File: src/rtl/sar_pkg.sv
package sar_pkg;
  typedef enum logic {
    MODE_LIN = 1'b0,
    MODE_LOG = 1'b1
  } sar_mode_e;

  localparam int unsigned OUT_W_DEF    = 12;
  localparam int unsigned LIN_BITS_DEF = 12;
  localparam int unsigned LOG_BITS_DEF = 5;
  localparam int unsigned SEG_BITS_DEF = 3;
  localparam int unsigned STEP_SH_DEF  = 2;
endpackage

File: src/rtl/sar_seq.sv
module sar_seq
  import sar_pkg::*;
#(
  parameter int unsigned OUT_W    = OUT_W_DEF,
  parameter int unsigned LIN_BITS = LIN_BITS_DEF,
  parameter int unsigned LOG_BITS = LOG_BITS_DEF
) (
  input  logic             clk,
  input  logic             rst_n,
  input  logic             start,
  input  logic             mode_log,
  input  logic             cmp_hi,
  output logic             busy,
  output logic             done,
  output sar_mode_e        mode_q,
  output logic [OUT_W-1:0] trial_code,
  output logic [OUT_W-1:0] result
);
  localparam int unsigned IDX_W = $clog2(OUT_W);
  localparam logic [IDX_W-1:0] LIN_TOP = IDX_W'(LIN_BITS - 1);
  localparam logic [IDX_W-1:0] LOG_TOP = IDX_W'(LOG_BITS - 1);
  localparam logic [OUT_W-1:0] ONE     = {{(OUT_W-1){1'b0}}, 1'b1};

  logic [IDX_W-1:0] idx;
  logic [OUT_W-1:0] acc;
  logic [OUT_W-1:0] decided;

  // Current trial: settled bits plus the bit under test.
  assign trial_code = busy ? (acc | (ONE << idx)) : '0;
  assign decided    = cmp_hi ? trial_code : acc;

  always_ff @(posedge clk or negedge rst_n) begin
    if (!rst_n) begin
      busy   <= 1'b0;
      done   <= 1'b0;
      mode_q <= MODE_LIN;
      idx    <= '0;
      acc    <= '0;
      result <= '0;
    end else begin
      done <= 1'b0;
      if (!busy) begin
        if (start) begin
          busy   <= 1'b1;
          mode_q <= sar_mode_e'(mode_log);
          idx    <= mode_log ? LOG_TOP : LIN_TOP;
          acc    <= '0;
          result <= '0;
        end
      end else begin
        acc <= decided;
        if (idx == '0) begin
          busy   <= 1'b0;
          done   <= 1'b1;
          result <= decided;
        end else begin
          idx <= idx - 1'b1;
        end
      end
    end
  end

  assert_done_single_R6: assert property (@(posedge clk) disable iff (!rst_n)
    done |=> !done);

  assert_done_after_busy_R6: assert property (@(posedge clk) disable iff (!rst_n)
    done |-> ($past(busy) && !busy));

  assert_result_hold_R6: assert property (@(posedge clk) disable iff (!rst_n)
    (!busy && !start) |=> $stable(result));

  assert_mode_locked_R2: assert property (@(posedge clk) disable iff (!rst_n)
    ($past(busy) && busy) |-> $stable(mode_q));

  assert_log_align_R5: assert property (@(posedge clk) disable iff (!rst_n)
    (done && mode_q == MODE_LOG) |-> (result >> LOG_BITS) == '0);
endmodule

File: src/rtl/sar_lin_bank.sv
module sar_lin_bank #(
  parameter int unsigned CODE_W = 12,
  parameter int unsigned LVL_W  = 12
) (
  input  logic [CODE_W-1:0] code,
  output logic [LVL_W-1:0]  level
);
  // Evenly spaced levels: one level step per code step.
  assign level = LVL_W'(code);
endmodule

File: src/rtl/sar_log_bank.sv
module sar_log_bank #(
  parameter int unsigned CODE_W   = 5,
  parameter int unsigned SEG_BITS = 3,
  parameter int unsigned STEP_SH  = 2,
  parameter int unsigned LVL_W    = 12
) (
  input  logic [CODE_W-1:0] code,
  output logic [LVL_W-1:0]  level
);
  localparam int unsigned OFF_BITS = CODE_W - SEG_BITS;
  localparam logic [LVL_W-1:0] ONE = {{(LVL_W-1){1'b0}}, 1'b1};

  logic [SEG_BITS-1:0] seg;
  logic [OFF_BITS-1:0] off;
  logic [LVL_W-1:0]    seg_pow;
  logic [LVL_W-1:0]    base;
  logic [LVL_W-1:0]    span;

  assign seg     = code[CODE_W-1 -: SEG_BITS];
  assign off     = code[OFF_BITS-1:0];
  assign seg_pow = ONE << seg;
  // Segment start: sum of all earlier segment widths (geometric).
  assign base    = (seg_pow - ONE) << (OFF_BITS + STEP_SH);
  // Position inside the segment: step doubles each segment.
  assign span    = LVL_W'(off) << (32'(seg) + STEP_SH);
  assign level   = base + span;

  always_comb begin
    assert_log_mono_R4: assert (base <= level);
  end
endmodule

File: src/rtl/sar_dualmode_ctrl.sv
module sar_dualmode_ctrl
  import sar_pkg::*;
#(
  parameter int unsigned OUT_W    = OUT_W_DEF,
  parameter int unsigned LIN_BITS = LIN_BITS_DEF,
  parameter int unsigned LOG_BITS = LOG_BITS_DEF,
  parameter int unsigned SEG_BITS = SEG_BITS_DEF,
  parameter int unsigned STEP_SH  = STEP_SH_DEF,
  parameter int unsigned LVL_W    = OUT_W
) (
  input  logic             clk,
  input  logic             rst_n,
  input  logic             start,
  input  logic             mode_log,
  input  logic             cmp_hi,
  output logic [OUT_W-1:0] trial_code,
  output logic [LVL_W-1:0] dac_level,
  output logic             bank_sel,
  output logic             busy,
  output logic             done,
  output logic [OUT_W-1:0] result
);
  sar_mode_e      mode_q;
  logic [LVL_W-1:0] lvl_lin;
  logic [LVL_W-1:0] lvl_log;

  sar_seq #(.OUT_W(OUT_W), .LIN_BITS(LIN_BITS), .LOG_BITS(LOG_BITS)) u_seq (
    .clk(clk), .rst_n(rst_n), .start(start), .mode_log(mode_log),
    .cmp_hi(cmp_hi), .busy(busy), .done(done), .mode_q(mode_q),
    .trial_code(trial_code), .result(result)
  );

  sar_lin_bank #(.CODE_W(OUT_W), .LVL_W(LVL_W)) u_lin (
    .code(trial_code), .level(lvl_lin)
  );

  sar_log_bank #(.CODE_W(LOG_BITS), .SEG_BITS(SEG_BITS), .STEP_SH(STEP_SH),
                 .LVL_W(LVL_W)) u_log (
    .code(trial_code[LOG_BITS-1:0]), .level(lvl_log)
  );

  assign bank_sel  = (mode_q == MODE_LOG);
  assign dac_level = !busy ? '0 : (bank_sel ? lvl_log : lvl_lin);

  assert_log_trial_align_R5: assert property (@(posedge clk) disable iff (!rst_n)
    (busy && bank_sel) |-> (trial_code >> LOG_BITS) == '0);

  assert_idle_quiet_R1: assert property (@(posedge clk) disable iff (!rst_n)
    !busy |-> (trial_code == '0 && dac_level == '0));
endmodule

File: config.mk
export PLATFORM = sky130hd
export DESIGN_NAME = sar_dualmode_ctrl
export DESIGN_NICKNAME = d
export VERILOG_FILES = /design/src/rtl/sar_pkg.sv /design/src/rtl/sar_seq.sv /design/src/rtl/sar_lin_bank.sv /design/src/rtl/sar_log_bank.sv /design/src/rtl/sar_dualmode_ctrl.sv
export SDC_FILE = /design/constraint.sdc
export NUM_CORES = 1
export LEC_CHECK = 0
export BUFFER_PORTS_ARGS = -buffer_cell sky130_fd_sc_hd__buf_4
export CAP_MARGIN = 20
export CORE_UTILIZATION = 40
export CTS_BUF_LIST = sky130_fd_sc_hd__clkbuf_8
export CTS_CLUSTER_DIAMETER = 60
export DETAILED_ROUTE_END_ITERATION = 7
export GPL_ROUTABILITY_DRIVEN = 1
export GPL_TIMING_DRIVEN = 0
export HOLD_SLACK_MARGIN = 0.02
export PLACE_DENSITY = 0.66
export SLEW_MARGIN = 20
export SYNTH_ARGS = -nofsm -noshare
export SYNTH_HDL_FRONTEND = slang
export SYNTH_SLANG_ARGS = --single-unit
File: constraint.sdc
create_clock -name clk -period 8.3 [get_ports clk]
set_input_delay 1.66 -clock clk [delete_from_list [all_inputs] [get_ports clk]]
set_output_delay 1.66 -clock clk [all_outputs]
set_load 0.02 [all_outputs]
==> implementation parameters <==
Parameter                              Value

Logic synthesis
  Fraction of registers with async set or reset after synthesis ... 100%
  Post-synth net total ... 286
  Fraction of the yosys area taken by sequential cells ... approximately a third
  Cell with the most instances after synthesis ... nand2_1
  Share of the synthesized area in the top cell type ... 34.6%
  Dominant register cell in the synthesized netlist ... dfrtp_1
  Post-Syn Instances ... roughly 260
  Leading post-synthesis cells by instance count ... nand2_1 (32), dfrtp_1 (31), nor2_1 (31)
  Top area cells in the synthesized netlist ... dfrtp_1 (35%), ha_1 (8.9%), o21ai_0 (6.7%)
  Average instance area after synthesis ... around 8.5 sq um
  Number of synthesized flops with an enable pin ... 0
  Leading area contributor after synthesis ... dfrtp_1
  Warnings from Yosys ... 0
  Register bit total from synthesis ... 31
  Netlist cell types ... 54
  Synthesized cell area ... roughly 2200 sq um

Timing
  Transition time at the pin with the least slew margin ... 0.506 ns
  Setup TNS ... 0 ns
  Shortest period the worst path allows ... between 5 and 6 ns
  Final setup violating endpoints ... 0
  Worst Clk Skew ... 0.00406 ns
  Final critical-path share of the clock period ... between 60 and 70%
  Slew Limit Fails ... 0
  Normalized max-slew margin ... 66.3%
  Setup repair after global routing missed its margin ... false
  Achievable frequency ... 177 MHz
  Hold violation total from the final report ... 0

Critical path
  Sort of element at the start of the critical path ... flop
  Source of the worst register-to-register timing path ... u_seq.idx[0]$_DFFE_PN0P_
  Top fanout value on the critical path ... 6
  Library cell contributing the largest single delay on the critical path ... dfrtp_1
  Worst setup path class ... reg -> out
  Depth of the worst register-to-register path ... 7
  CP cell instances ... inv_1 > ha_1 > a21oi_1 > nand2b_1 > inv_1 > ha_1 > nand2b_1 > nor2_1 > ha_1 > a21o_1 > o21ai_0 > a32oi_1 > xnor2_1 > a22oi_2 > buf_4
  FF-to-FF setup slack ... approximately 6.3 ns
  Crit path DAT ... 4.00 ns
  Crit path to ... dac_level[11]
  Reg2Reg Capture Point ... u_seq.result[5]$_DFFE_PN0P_
  Critical path's most frequent cell ... ha_1
  Delay contributed by the slowest stage of the critical path ... about 0.42 ns
  Endpoint required time on the critical path ... 6.64 ns
  Critical path origin ... u_seq.idx[0]$_DFFE_PN0P_
  Kind of end point of the critical path ... output pin

Drt
  Antenna Violating Nets Remaining ... 0
  Vias per cell ... 5.35
  Number of design rule violations left after detail routing ... 0
  Number of DRC violations after detailed-routing iteration 0 ... ~130
  Average detailed-routed wire length per instance ... 14.8 um
  Total via count after detailed routing ... 2,059
  Final routed wirelength across all metal layers ... 5.72 mm
  Pre-Repair DR Iteration Count ... 4

GRT
  Largest net degree at the start of global routing ... 32
  First-pass GRT wire length ... 9.63 mm
  Antenna violations before repair ... 0
  Number of global-route vias before repair ... 1,928
  Total overflow reported by the global router ... 0
  GRT Util Overall ... 20.6%

Finish
  NumNets Final ... 336
  Post-synthesis to final-layout area growth ... 23.5%
  Ant diodes ... 0
  Share of layout cells above drive strength 1 ... 22.5%
  Post-Layout Inst Area ... 2770 sq um
  Final cell utilization of the core ... approximately 53%
  Count of non-filler cells in the finished layout ... 385
  Count of fill cells added during filler insertion ... 512

Die
  Initial core utilization ... 42.8%
  Die X-Extent ... 76.9 um
  # IOs ... 44
  Core area ... 5240 sq um
  Total number of placement rows ... 26
  Height of the die ... 76.9 um
  Area of the die ... 5910 sq um

Clocking
  Post-cts repair resize count ... 0
  Clock buffers created by TritonCTS ... 5
  Clock insertion delay at the later pin of the skew report ... between 0.2 and 0.3 ns
  Clock tree root buffer cell ... clkbuf_8
  Count of hold-fix buffers inserted at cts ... 0
  Clock edge transition at the registers on the reported setup and hold paths ... 0.06 ns
  Buffers inserted during post-CTS setup optimization ... 0
  H-tree depth reported by CTS ... 2
  Clock net sink count ... 31
  TritonCTS clock tree ... built
  CTS Buffer Depth ... 2

Placement
  Port-buffer cells ... 43
  Placed Cells ... approximately 380
  Final HPWL from detailed placement ... 4.38 mm
  Placed cell areas ... 2650 sq um
  Placer Congestion ... 0.916

Outcome
  Run status ... completed

Worst hold path
  Type of the worst min-delay path ... reg -> reg

Job
  Number of max-capacitance violations reported ... 0
[placed cells by master, fill, tap and decap left out, types with 2 or more instances in the layout]
cell / count
nand2_1: 32
buf_4: 45
a21o_1: 3
a22oi_1: 4
ha_1: 16
nand3_1: 2
a22o_1: 10
inv_1: 19
buf_6: 2
clkbuf_1: 8
a21oi_1: 18
nor3_1: 3
buf_2: 2
dfrtp_1: 31
o22ai_2: 2
xnor2_1: 4
nand2b_1: 3
nor2_1: 31
clkbuf_8: 7
o21ai_0: 30
xor2_1: 4
nor2b_1: 3
nor3b_4: 2
a41oi_1: 2
[cell families (layout without fill, tap and decap cells)]
group | count (synthesis) | after routing | share of synthesized area [%]
and+or+nand+nor | 88 | 88 | 19.5
adders and majority gates | 17 | 17 | 9.82
AOI/OAI and AO/OA | 85 | 85 | 25.2
DFF | 31 | 31 | 34.6
muxes | 1 | 1 | 0.502
buffers and inverters | 34 | 85 | 7.25
xor gates and xnor gates | 8 | 8 | 3.12
[registers in the layout, indices dropped and copies added (netlist names)]
signal,cells
u_seq.busy,1
u_seq.result,12
u_seq.mode_q,1
u_seq.idx,4
u_seq.acc,12
u_seq.done,1
[critical path: cells and delay by family (launching register included)]
kind / cells / cell delay [ns]
AOI/OAI and AO/OA: 5 / 1.04
buffers and inverters: 3 / 0.45
adders and majority gates: 3 / 0.85
DFF: 1 / 0.42
xor gates and xnor gates: 1 / 0.23
and+or+nand+nor: 3 / 0.75
[metal layers]
metal | vias to the layer above | share of wire (%) | global-route usage, %
met1 | 971 | 50 | 30.2
met3 | 9 | 5.5 | 3.57
li1 | 1017 | - | -
met4 | 0 | 1.3 | 5.38
met5 | - | 0 | 0
met2 | 62 | 44 | 31.0
[metrics by stage]
step / hold WS, ns / worst slack, ns
floorplan: 0.481 / 3.42
global placement: 0.465 / 2.95
detailed placement: 0.471 / 2.98
CTS: 0.486 / 2.66
global route: 0.510 / 2.25
finish: 0.478 / 2.64
[layout make-up]
type	instances	area (sq um)	share of cell area [%]
multi-input combinational	199	1300	47.1
timing repair buffer	43	323	11.7
inverter	19	71.3	2.57
buffer	15	91.3	3.30
clock inverter	2	35.0	1.26
clock buffer	6	82.6	2.98
sequential	31	776	28.0
tap	70	87.6	3.16
[worst min-delay path by stage]
stage	startpoint	to	slack [ns]	cells past startpoint
floorplan	u_seq.acc[0]$_DFFE_PN0P_	u_seq.acc[0]$_DFFE_PN0P_	0.48	1
global placement	u_seq.result[9]$_DFFE_PN0P_	u_seq.result[9]$_DFFE_PN0P_	0.46	2
detailed placement	u_seq.result[8]$_DFFE_PN0P_	u_seq.result[8]$_DFFE_PN0P_	0.47	2
CTS	u_seq.result[8]$_DFFE_PN0P_	u_seq.result[8]$_DFFE_PN0P_	0.49	2
global route	u_seq.result[3]$_DFFE_PN0P_	u_seq.result[3]$_DFFE_PN0P_	0.51	2
finish	u_seq.result[11]$_DFFE_PN0P_	u_seq.result[11]$_DFFE_PN0P_	0.48	2
Power is left out: the tool's default activity adds up to more than one toggle a clock period on the data nets, which glitch-free logic cannot reach.
